$ cat config.mk
export PLATFORM = sky130hd
export DESIGN_NAME = msi_vector_ctrl
export DESIGN_NICKNAME = d
export VERILOG_FILES = /design/src/rtl/msi_pkg.sv /design/src/rtl/msi_capture_match.sv /design/src/rtl/msi_reg_decode.sv /design/src/rtl/msi_vector_group.sv /design/src/rtl/msi_vector_ctrl.sv
export SDC_FILE = /design/constraint.sdc
export NUM_CORES = 2
export LEC_CHECK = 0
export BUFFER_PORTS_ARGS = -buffer_cell sky130_fd_sc_hd__buf_2
export CAP_MARGIN = 20
export CORE_MARGIN = 3
export CORE_UTILIZATION = 50
export CTS_CLUSTER_SIZE = 12
export DETAILED_ROUTE_END_ITERATION = 16
export HOLD_SLACK_MARGIN = 0.06
export PLACE_DENSITY = 0.72
export SETUP_SLACK_MARGIN = 0.02
export SLEW_MARGIN = 30
export SYNTH_ARGS = -nofsm -noshare
export SYNTH_HDL_FRONTEND = slang
export SYNTH_HIERARCHICAL = 1
export SYNTH_SLANG_ARGS = --single-unit
export TNS_END_PERCENT = 10
$ cat constraint.sdc
create_clock -name clk -period 7.1 [get_ports clk]
set_clock_uncertainty 0.1 [all_clocks]
set_input_delay 0.71 -clock clk [delete_from_list [all_inputs] [get_ports clk]]
set_output_delay 0.71 -clock clk [all_outputs]
set_load 0.01 [all_outputs]
$ cat src/rtl/msi_pkg.sv
package msi_pkg;

    // Kind of register addressed on the software port.
    typedef enum logic [1:0] {
        RK_NONE   = 2'd0,
        RK_CAP_LO = 2'd1,
        RK_CAP_HI = 2'd2,
        RK_BANK   = 2'd3
    } reg_kind_e;

    // Word within a vector bank; the value equals the word index inside the bank.
    typedef enum logic [1:0] {
        FLD_ENABLE = 2'd0,
        FLD_MASK   = 2'd1,
        FLD_STATUS = 2'd2
    } bank_field_e;

endpackage

$ cat src/rtl/msi_capture_match.sv
module msi_capture_match #(
    parameter int REG_W = 32,
    parameter int IDX_W = 8,
    localparam int CAP_W = 2 * REG_W
) (
    input  logic             clk,
    input  logic             rst_n,
    input  logic             wr_lo,
    input  logic             wr_hi,
    input  logic [REG_W-1:0] wdata,
    input  logic             in_valid,
    input  logic [CAP_W-1:0] in_addr,
    input  logic [REG_W-1:0] in_data,
    output logic [CAP_W-1:0] cap_addr,
    output logic             fire,
    output logic [IDX_W-1:0] vec_idx
);

    logic [REG_W-1:0] cap_lo_q;
    logic [REG_W-1:0] cap_hi_q;
    logic             addr_eq;
    logic             idx_in_range;

    always_ff @(posedge clk) begin
        if (!rst_n) begin
            cap_lo_q <= '0;
            cap_hi_q <= '0;
        end else begin
            if (wr_lo) cap_lo_q <= wdata;
            if (wr_hi) cap_hi_q <= wdata;
        end
    end

    assign cap_addr = {cap_hi_q, cap_lo_q};

    // Compare against the registered address only; a same-cycle rewrite
    // applies to the next inbound write.
    always_comb begin
        addr_eq      = (in_addr == cap_addr);
        idx_in_range = (in_data[REG_W-1:IDX_W] == '0);
        fire         = in_valid && addr_eq && idx_in_range;
        vec_idx      = in_data[IDX_W-1:0];
    end

endmodule

$ cat src/rtl/msi_reg_decode.sv
module msi_reg_decode
    import msi_pkg::*;
#(
    parameter int ADDR_W     = 12,
    parameter int NUM_GROUPS = 8,
    parameter int GRP_W      = 3,
    parameter int CAP_LO_OFS = 'h820,
    parameter int GRP_BASE   = 'h828,
    parameter int GRP_STRIDE = 12
) (
    input  logic [ADDR_W-1:0] addr,
    output reg_kind_e         kind,
    output bank_field_e       field,
    output logic [GRP_W-1:0]  grp
);

    localparam int WORD_W    = ADDR_W - 2;
    localparam int LO_WORD   = CAP_LO_OFS / 4;
    localparam int HI_WORD   = LO_WORD + 1;
    localparam int BASE_WORD = GRP_BASE / 4;
    localparam int STEP_WORD = GRP_STRIDE / 4;
    localparam int FIELDS    = 3;

    logic              aligned;
    logic [WORD_W-1:0] word;

    assign aligned = (addr[1:0] == 2'b00);
    assign word    = addr[ADDR_W-1:2];

    always_comb begin
        kind  = RK_NONE;
        field = FLD_ENABLE;
        grp   = '0;
        if (aligned) begin
            if (word == WORD_W'(LO_WORD)) begin
                kind = RK_CAP_LO;
            end else if (word == WORD_W'(HI_WORD)) begin
                kind = RK_CAP_HI;
            end else begin
                for (int g = 0; g < NUM_GROUPS; g++) begin
                    for (int f = 0; f < FIELDS; f++) begin
                        if (word == WORD_W'(BASE_WORD + g * STEP_WORD + f)) begin
                            kind  = RK_BANK;
                            grp   = GRP_W'(g);
                            field = bank_field_e'(f);
                        end
                    end
                end
            end
        end
    end

endmodule

$ cat src/rtl/msi_vector_group.sv
module msi_vector_group #(
    parameter int WIDTH = 32
) (
    input  logic             clk,
    input  logic             rst_n,
    input  logic             wr_enable,
    input  logic             wr_mask,
    input  logic             wr_status,
    input  logic [WIDTH-1:0] wdata,
    input  logic [WIDTH-1:0] set_req,
    output logic [WIDTH-1:0] enable_q,
    output logic [WIDTH-1:0] mask_q,
    output logic [WIDTH-1:0] status_q,
    output logic [WIDTH-1:0] pending
);

    logic [WIDTH-1:0] set_eff;
    logic [WIDTH-1:0] clr_bits;
    logic [WIDTH-1:0] status_d;

    always_comb begin
        // Capture is gated by the enable value held before any same-cycle write.
        set_eff  = set_req & enable_q;
        clr_bits = wr_status ? wdata : '0;
        // Set is applied after the clear, so it wins on a collision.
        status_d = (status_q & ~clr_bits) | set_eff;
        pending  = status_q & enable_q & ~mask_q;
    end

    always_ff @(posedge clk) begin
        if (!rst_n) begin
            enable_q <= '0;
            mask_q   <= '1;
            status_q <= '0;
        end else begin
            if (wr_enable) enable_q <= wdata;
            if (wr_mask)   mask_q   <= wdata;
            status_q <= status_d;
        end
    end

endmodule

$ cat src/rtl/msi_vector_ctrl.sv
module msi_vector_ctrl
    import msi_pkg::*;
#(
    parameter int NUM_GROUPS = 8,
    parameter int REG_W      = 32,
    parameter int ADDR_W     = 12,
    parameter int CAP_LO_OFS = 'h820,
    parameter int GRP_BASE   = 'h828,
    parameter int GRP_STRIDE = 12
) (
    input  logic                 clk,
    input  logic                 rst_n,
    input  logic                 reg_we,
    input  logic [ADDR_W-1:0]    reg_addr,
    input  logic [REG_W-1:0]     reg_wdata,
    output logic [REG_W-1:0]     reg_rdata,
    input  logic                 in_valid,
    input  logic [2*REG_W-1:0]   in_addr,
    input  logic [REG_W-1:0]     in_data,
    output logic                 irq_o
);

    localparam int NUM_VEC = NUM_GROUPS * REG_W;
    localparam int IDX_W   = $clog2(NUM_VEC);
    localparam int BIT_W   = $clog2(REG_W);
    localparam int GRP_W   = IDX_W - BIT_W;
    localparam int CAP_W   = 2 * REG_W;

    reg_kind_e        acc_kind;
    bank_field_e      acc_field;
    logic [GRP_W-1:0] acc_grp;

    logic [CAP_W-1:0] cap_addr;
    logic             fire;
    logic [IDX_W-1:0] vec_idx;
    logic [GRP_W-1:0] vec_grp;
    logic [BIT_W-1:0] vec_bit;

    logic [REG_W-1:0] en_arr   [NUM_GROUPS];
    logic [REG_W-1:0] mask_arr [NUM_GROUPS];
    logic [REG_W-1:0] stat_arr [NUM_GROUPS];
    logic [REG_W-1:0] pend_arr [NUM_GROUPS];

    logic [NUM_VEC-1:0] en_flat;
    logic [NUM_VEC-1:0] status_flat;
    logic [NUM_VEC-1:0] pend_flat;

    msi_reg_decode #(
        .ADDR_W    (ADDR_W),
        .NUM_GROUPS(NUM_GROUPS),
        .GRP_W     (GRP_W),
        .CAP_LO_OFS(CAP_LO_OFS),
        .GRP_BASE  (GRP_BASE),
        .GRP_STRIDE(GRP_STRIDE)
    ) decode_i (
        .addr (reg_addr),
        .kind (acc_kind),
        .field(acc_field),
        .grp  (acc_grp)
    );

    msi_capture_match #(
        .REG_W(REG_W),
        .IDX_W(IDX_W)
    ) match_i (
        .clk     (clk),
        .rst_n   (rst_n),
        .wr_lo   (reg_we && (acc_kind == RK_CAP_LO)),
        .wr_hi   (reg_we && (acc_kind == RK_CAP_HI)),
        .wdata   (reg_wdata),
        .in_valid(in_valid),
        .in_addr (in_addr),
        .in_data (in_data),
        .cap_addr(cap_addr),
        .fire    (fire),
        .vec_idx (vec_idx)
    );

    assign vec_grp = vec_idx[IDX_W-1:BIT_W];
    assign vec_bit = vec_idx[BIT_W-1:0];

    for (genvar g = 0; g < NUM_GROUPS; g++) begin : g_bank
        logic             bank_hit;
        logic [REG_W-1:0] set_req;

        assign bank_hit = reg_we && (acc_kind == RK_BANK) && (acc_grp == GRP_W'(g));
        assign set_req  = (fire && (vec_grp == GRP_W'(g))) ? (REG_W'(1) << vec_bit) : '0;

        msi_vector_group #(
            .WIDTH(REG_W)
        ) group_i (
            .clk      (clk),
            .rst_n    (rst_n),
            .wr_enable(bank_hit && (acc_field == FLD_ENABLE)),
            .wr_mask  (bank_hit && (acc_field == FLD_MASK)),
            .wr_status(bank_hit && (acc_field == FLD_STATUS)),
            .wdata    (reg_wdata),
            .set_req  (set_req),
            .enable_q (en_arr[g]),
            .mask_q   (mask_arr[g]),
            .status_q (stat_arr[g]),
            .pending  (pend_arr[g])
        );

        assign en_flat[g*REG_W +: REG_W]     = en_arr[g];
        assign status_flat[g*REG_W +: REG_W] = stat_arr[g];
        assign pend_flat[g*REG_W +: REG_W]   = pend_arr[g];
    end

    always_comb begin
        reg_rdata = '0;
        unique case (acc_kind)
            RK_CAP_LO: reg_rdata = cap_addr[REG_W-1:0];
            RK_CAP_HI: reg_rdata = cap_addr[CAP_W-1:REG_W];
            RK_BANK: begin
                unique case (acc_field)
                    FLD_ENABLE: reg_rdata = en_arr[acc_grp];
                    FLD_MASK:   reg_rdata = mask_arr[acc_grp];
                    FLD_STATUS: reg_rdata = stat_arr[acc_grp];
                    default:    reg_rdata = '0;
                endcase
            end
            default: reg_rdata = '0;
        endcase
    end

    assign irq_o = |pend_flat;

endmodule

# Yosys cells after proc, flatten, opt, wreduce, memory -nomap -nowiden
# Index checks and enable logic that the tools add are counted.
# Widths: inputs -> output; s select.
[totals] output_inout_bits=33 reg_bits=832 rom_bits=0 memories=0 latch_bits=0 mem_bits_rw=0
[op_classes] shifts=1 mul=0 n_div=0 n_addsub=0 bitwise=57 mux=104 n_eq_ne=46 reduce_logical=51 magnitude_cmp=1
[ops] op="$and 32x32->32" n=32
[ops] op="$mux 32" n=22
[ops] op="$not 32->32" n=16
[ops] op="$bmux 32 s3" n=3
[ops] op="$eq 10x10->1 const B" n=26
[ops] op="$or 32x32->32" n=8
[ops] op="$reduce_or 256->1" n=1
[ops] op="$pmux 32 s3" n=2
[ops] op="$mux 2" n=58
[ops] op="$eq 64x64->1" n=1
[ops] op="$logic_and 1x1->1" n=45
[ops] op="$mux 3" n=15
[ops] op="$shl 1x5->32 const A" n=1
[ops] op="$eq 3x3->1 const B" n=8
[ops] op="$logic_not 24->1" n=1
[ops] op="$eq 3x2->1 const B" n=4
[ops] op="$eq 2x2->1 const B" n=3
[ops] op="$eq 3x1->1 const B" n=2
[ops] op="$logic_not 3->1" n=2
[ops] op="$eq 2x1->1 const B" n=2
[ops] op="$ge 4x4->1 const B" n=1
[ops] op="$logic_not 2->1" n=2
[ops] op="$mux 1" n=4
[ops] op="$not 3->4" n=1

# Depth between registers and ports, before layout
[depth] depth_word=36 ltp_mapped=17 ltp_nobuf=10

# Modules after synthesis
# Netlist, hierarchy kept.
[by_module_without_submodules] mod="msi_vector_group" area_per_inst_um2=3937.5 n_inst=8 cells_each=401
[by_module_without_submodules] mod="msi_vector_ctrl" area_per_inst_um2=8962.3 n_inst=1 cells_each=1300
[by_module_without_submodules] mod="msi_capture_match" area_per_inst_um2=3313.2 n_inst=1 cells_each=343
[by_module_without_submodules] mod="msi_reg_decode" area_per_inst_um2=464.2 n_inst=1 cells_each=62

# Worst setup path after synthesis
# Ideal clock, no wire load.
[synth_timing] path_type="input to output" from="input reg_addr[10]" to="output reg_rdata[9]" stages=9 setup_slack_ps=3024 arrival_ps=3266 cell_sequence="or4b_4 -> or2_1 -> a31oi_1 -> buf_6 -> buf_6 -> mux4_2 -> a2111o_1 -> a221oi_2 -> nor2_1"
[synth_between] elab_chain_cells=31
[synth_rtl] item="from (decl)" line="msi_vector_ctrl.sv:14" rtl="input logic [ADDR_W-1:0] reg_addr,"
[synth_rtl] item="$eq 10x10->1" line="msi_reg_decode.sv:42" rtl="if (word == WORD_W'(BASE_WORD + g * STEP_WORD + f)) begin"
[synth_rtl] item="$mux 1 (3 in series)" line="msi_reg_decode.sv:42"
[synth_rtl] item="$mux 2 (6 in series)" line="msi_reg_decode.sv:42"
[synth_rtl] item="$mux 3 (12 in series)" line="msi_reg_decode.sv:42"
[synth_rtl] item="$mux 3" line="msi_reg_decode.sv:37" rtl="end else if (word == WORD_W'(HI_WORD)) begin"
[synth_rtl] item="$mux 3 *" line="msi_reg_decode.sv:35" rtl="if (word == WORD_W'(LO_WORD)) begin"
[synth_rtl] item="$mux 3 *" line="msi_reg_decode.sv:34" rtl="if (aligned) begin"
[synth_rtl] item="net acc_grp[0]" line="msi_vector_ctrl.sv:31" rtl="logic [GRP_W-1:0] acc_grp;"
[synth_rtl] item="$not 3->4 (not written as such) *" line="msi_vector_ctrl.sv:117, msi_vector_ctrl.sv:118, msi_vector_ctrl.sv:119"
[synth_rtl] item="$bmux 32 s3 (on tied branches)" line="msi_vector_ctrl.sv:119, msi_vector_ctrl.sv:117, msi_vector_ctrl.sv:118"
[synth_rtl] item="$mux 32 (on tied branches) (2 in series)" line="msi_vector_ctrl.sv:119, msi_vector_ctrl.sv:117, msi_vector_ctrl.sv:118"
[synth_rtl] item="$pmux 32 s3 *" line="msi_vector_ctrl.sv:116" rtl="unique case (acc_field)"
[synth_rtl] item="$pmux 32 s3 *" line="msi_vector_ctrl.sv:112" rtl="unique case (acc_kind)"
[synth_rtl] item="to (decl)" line="msi_vector_ctrl.sv:16" rtl="output logic [REG_W-1:0] reg_rdata,"
# Mark *: on every way through the listed nets, which the timed path passes. The rest lies on a longest branch. The select of a mux whose other input is x is not followed.

# Worst setup path in the final report
[layout_timing] from="input reg_addr[5]" to="output reg_rdata[10]"
[layout_rtl] item="$eq 10x10->1" line="msi_reg_decode.sv:42"
[layout_rtl] item="$mux 2 (22 in series)" line="msi_reg_decode.sv:42"
[layout_rtl] item="$mux 2" line="msi_reg_decode.sv:37"
[layout_rtl] item="$mux 2 *" line="msi_reg_decode.sv:35"
[layout_rtl] item="$mux 2 *" line="msi_reg_decode.sv:34"
[layout_rtl] item="net acc_field[1]" line="msi_vector_ctrl.sv:30" rtl="bank_field_e acc_field;"
[layout_rtl] item="$eq 2x2->1 (tied with other cells)" line="msi_vector_ctrl.sv:116"
[layout_rtl] item="$pmux 32 s3 *" line="msi_vector_ctrl.sv:116"
[layout_rtl] item="$pmux 32 s3 *" line="msi_vector_ctrl.sv:112"
# Marked as above.

==> run summary <==
The run finished with clean final reports. Synthesis produced a netlist with a net count of 5057. The combined buffer and inverter count along the critical path was 3. Tracing the worst setup path back leads to its startpoint at reg_addr[5]. The area enclosed by the die boundary is 92080 sq um, and the worst-case vdd ir drop is 0.1870 mV. For this run, design rule violations remaining after detail routing come to 0. The synthesized design spends more area on one cell type than any other, namely dfxtp_1.

Buffer levels on the longest clock path: 3. The worst path in the final design needs a cycle of 6.039 ns, including I/O delays and setup. Share of flip-flops with an asynchronous set or reset: 0. The share of cells above drive strength 1 is 0.1076. The number of setup buffers added after CTS is 0. In the synthesized netlist, the number of instances is 4913.

The largest individual stage delay along the critical path comes from the cell nor2b_1. Site row count: 108. The slew of the pin with the lowest slew margin was 1.235 ns. In this run the most critical hold path is launched from rst_n. The worst register-to-register path begins at match_i/cap_hi_q[17]$_SDFFE_PN0P_. The initial antenna violation count came out at 22.

Gates resized during post-CTS repair numbered 0. The delay contributed by the slowest stage of the critical path is 0.95 ns, and the worst relative slew slack is 0.1694. TritonCTS built the clock tree. Setup repair after global routing left no endpoint under its margin.

The sequential element share of the synthesized area is 0.3765. By instance count, the cell type seen most on the critical path is buf_2. The tools report the signal arrival time at the worst endpoint as 5.23 ns.

The count of final setup violators is 0, and the ratio of total power to cell area is 202.0 nW/um^2. Traced cell by cell, the critical path runs through buf_2 > nor3b_1 > and3b_1 > o21bai_1 > a211oi_4 > nor2b_1 > buf_4 > nand3_1 > o211ai_1 > a221oi_1 > a22oi_1 > buf_2. The synthesized netlist contains 75 unique library cells.

The number of port buffers came out at 176. Final net count: 5071. H-tree depth: 3.

The mean post-synth cell area came out at 9.005 sq um. In the final timing run, aggregate negative setup slack is 0 ns. The detail route stage leaves a number of antenna-violating nets equal to 0. STA puts the critical path data required time at 6.29 ns. After clock tree synthesis, the clock-pin slew on the worst setup and hold paths is 0.06 ns. The floorplan step defined a core boundary enclosing 87290 sq um. The x dimension of the die is 303.5 um, and the largest driver fanout on the critical path is 18.

Total via count after detailed routing: 39650. The total overflow left after global routing is 0. The worst setup path is of the input port to output port kind. The leading register cell type out of synthesis was dfxtp_1. The floorplan die height was 303.5 um; the number of placed I/O pins was 177. The starting density of the core is 0.5068. After layout, the design draws a total of 9.779 mW.

The post-synthesis to final-layout area growth came out at 9.449%. The fraction of synthesized cell area taken by the top area cell type was 0.3765. The worst hold path belongs to the class input port to register. The first-pass GRT wire length was 244.8 mm. Across the run, the number of max-cap violations was 0. After detailed routing, the average wire length per cell comes to 27.93 um. Entering global routing, the biggest net connects 276 pins. For this design, the sink count on the clock tree is 832.

In this run, the number of DRC markers left after iteration 0 of detailed routing was 5792. The number of cells in the finished layout apart from fillers was 6157; the latest clock arrival within the worst-skew pair was 0.66 ns. Based on the critical path, the design can be clocked at up to 165.6 MHz. The run gives 5987 as the cell count after placement. Yosys printed 6 warnings. The dominant delay contributor by cell family on the critical path is simple AND/OR/NAND/NOR gates. The final worst-path cycle share was 0.8506.

The tree is rooted in a clkbuf_16. In this run the static leakage power is 16.08 nW. For this run, the detailed router's first-pass iteration total came to 10.

Dividing the detail-routed via count by the number of cells gives 6.440. STA classifies the critical path endpoint as an output port. Synthesis inferred 832 register bits.

Element type at the critical path start: an input port. After synthesis, the cell types taking the most area are dfxtp_1 38%, mux2i_1 19%, nand2_1 6.6%, nor2b_1 5.1%, a31o_1 5.1%. After detailed routing, the total wire length is 172.0 mm.

The mapped netlist covers 44240 sq um. After clock tree synthesis, the flow added hold-fix buffers numbering 0. The logs give 0.2834 ns for the worst hold margin and 36650 for the via count of the first global-routing pass.

The number of max-slew violations in the final report was 0; the number of enable flip-flop cells after synthesis was 0. The CTS buffer count was 90. The logs give 0.3575 for the global routing usage summed across all routing layers and 0 for the number of failing hold endpoints at the final stage. Summed over all nets, the half-perimeter wirelength after detailed placement is 117.7 mm.

The congestion estimate from routability-driven global placement came to 1.044.
[cells in the final DEF, fill, tap and decap left out, drive strengths merged, types with 107 or more instances in the layout]
cell and instances:
nor2b 361, clkbuf 132, mux2i 836, nor2 498
nand2 776, buf 272, a31o 256, dfxtp 832
o22ai 107, and3 262
[cell families (layout without fill, tap and decap cells)]
logic type | Yosys count | count (layout) | share of synthesized area
compound gates | 575 | 575 | 0.1011
xor+xnor | 37 | 37 | 0.007495
buf+inv | 380 | 458 | 0.05699
flops | 832 | 832 | 0.3765
mux | 893 | 893 | 0.2146
other cells | 0 | 11 | 0
simple gates | 2196 | 2196 | 0.2433
[area by class of cell]
class / instances / area, sq um
inverter: 30 / 112.6
antenna: 11 / 27.53
clock buffer: 132 / 2684
clock inverter: 24 / 240.2
multi-input combinational: 3701 / 25400
fill: 7855 / 38870
sequential: 832 / 16660
tap: 1155 / 1445
timing repair buffer: 272 / 1857
[state kept, by name, indices dropped and copies added, names as in the netlist]
| signal | flops |
|---|---|
| g_bank.group_i/enable_q | 256 |
| match_i/cap_hi_q | 32 |
| g_bank.group_i/status_q | 256 |
| g_bank.group_i/mask_q | 256 |
| match_i/cap_lo_q | 32 |
[final timing paths]
check	to	slack, ns	cells after the start
worst max-delay path	reg_rdata[10]	1.06	12
worst min-delay path	g_bank[7].group_i/mask_q[2]$_SDFFE_PN1P_	0.28	2
worst max register to register	g_bank[1].group_i/status_q[3]$_SDFF_PN0_	3.29	10
worst min register to register	g_bank[1].group_i/mask_q[28]$_SDFFE_PN1P_	0.39	2
[metal layers]
layer	vias to the layer above	part of all wire	track usage
met5	-	0.00046	0
met4	12	0.069	0.2110
met3	675	0.14	0.1283
met2	2736	0.42	0.5231
met1	18820	0.38	0.4519
li1	17410	-	-
[through the flow]
stage                     setup WS [ns]  instance area [sq um]    util
after floorplan                   3.024                  44240       -
after detailed placement          1.371                  45350  0.5195
after global routing             0.9592                  48410  0.5545
final                             1.061                  48420  0.5547
after CTS                         1.357                  48270  0.5530
after global placement            1.389                  45250  0.5184
[cells in the mapped netlist, types with 29 or more instances]
cell type	count
mux4_2	35
o22ai_1	107
a211oi_1	33
nor4_1	78
inv_1	29
mux2i_1	836
a31o_1	256
nand2_1	776
buf_6	112
and3b_1	69
clkbuf_1	82
buf_2	117
nand4_1	37
a22oi_1	47
dfxtp_1	832
nor2b_1	361
and3_1	262
nor2_1	495
o21ai_0	38
nand3_1	31
[where the power goes]
group          internal (mW)  switching [mW]
registers               4.67         0.00100
logic                  0.101           0.262
clock network           2.75            2.00
total                   7.52            2.26
No activity file was read; power rests on OpenSTA's default activity.
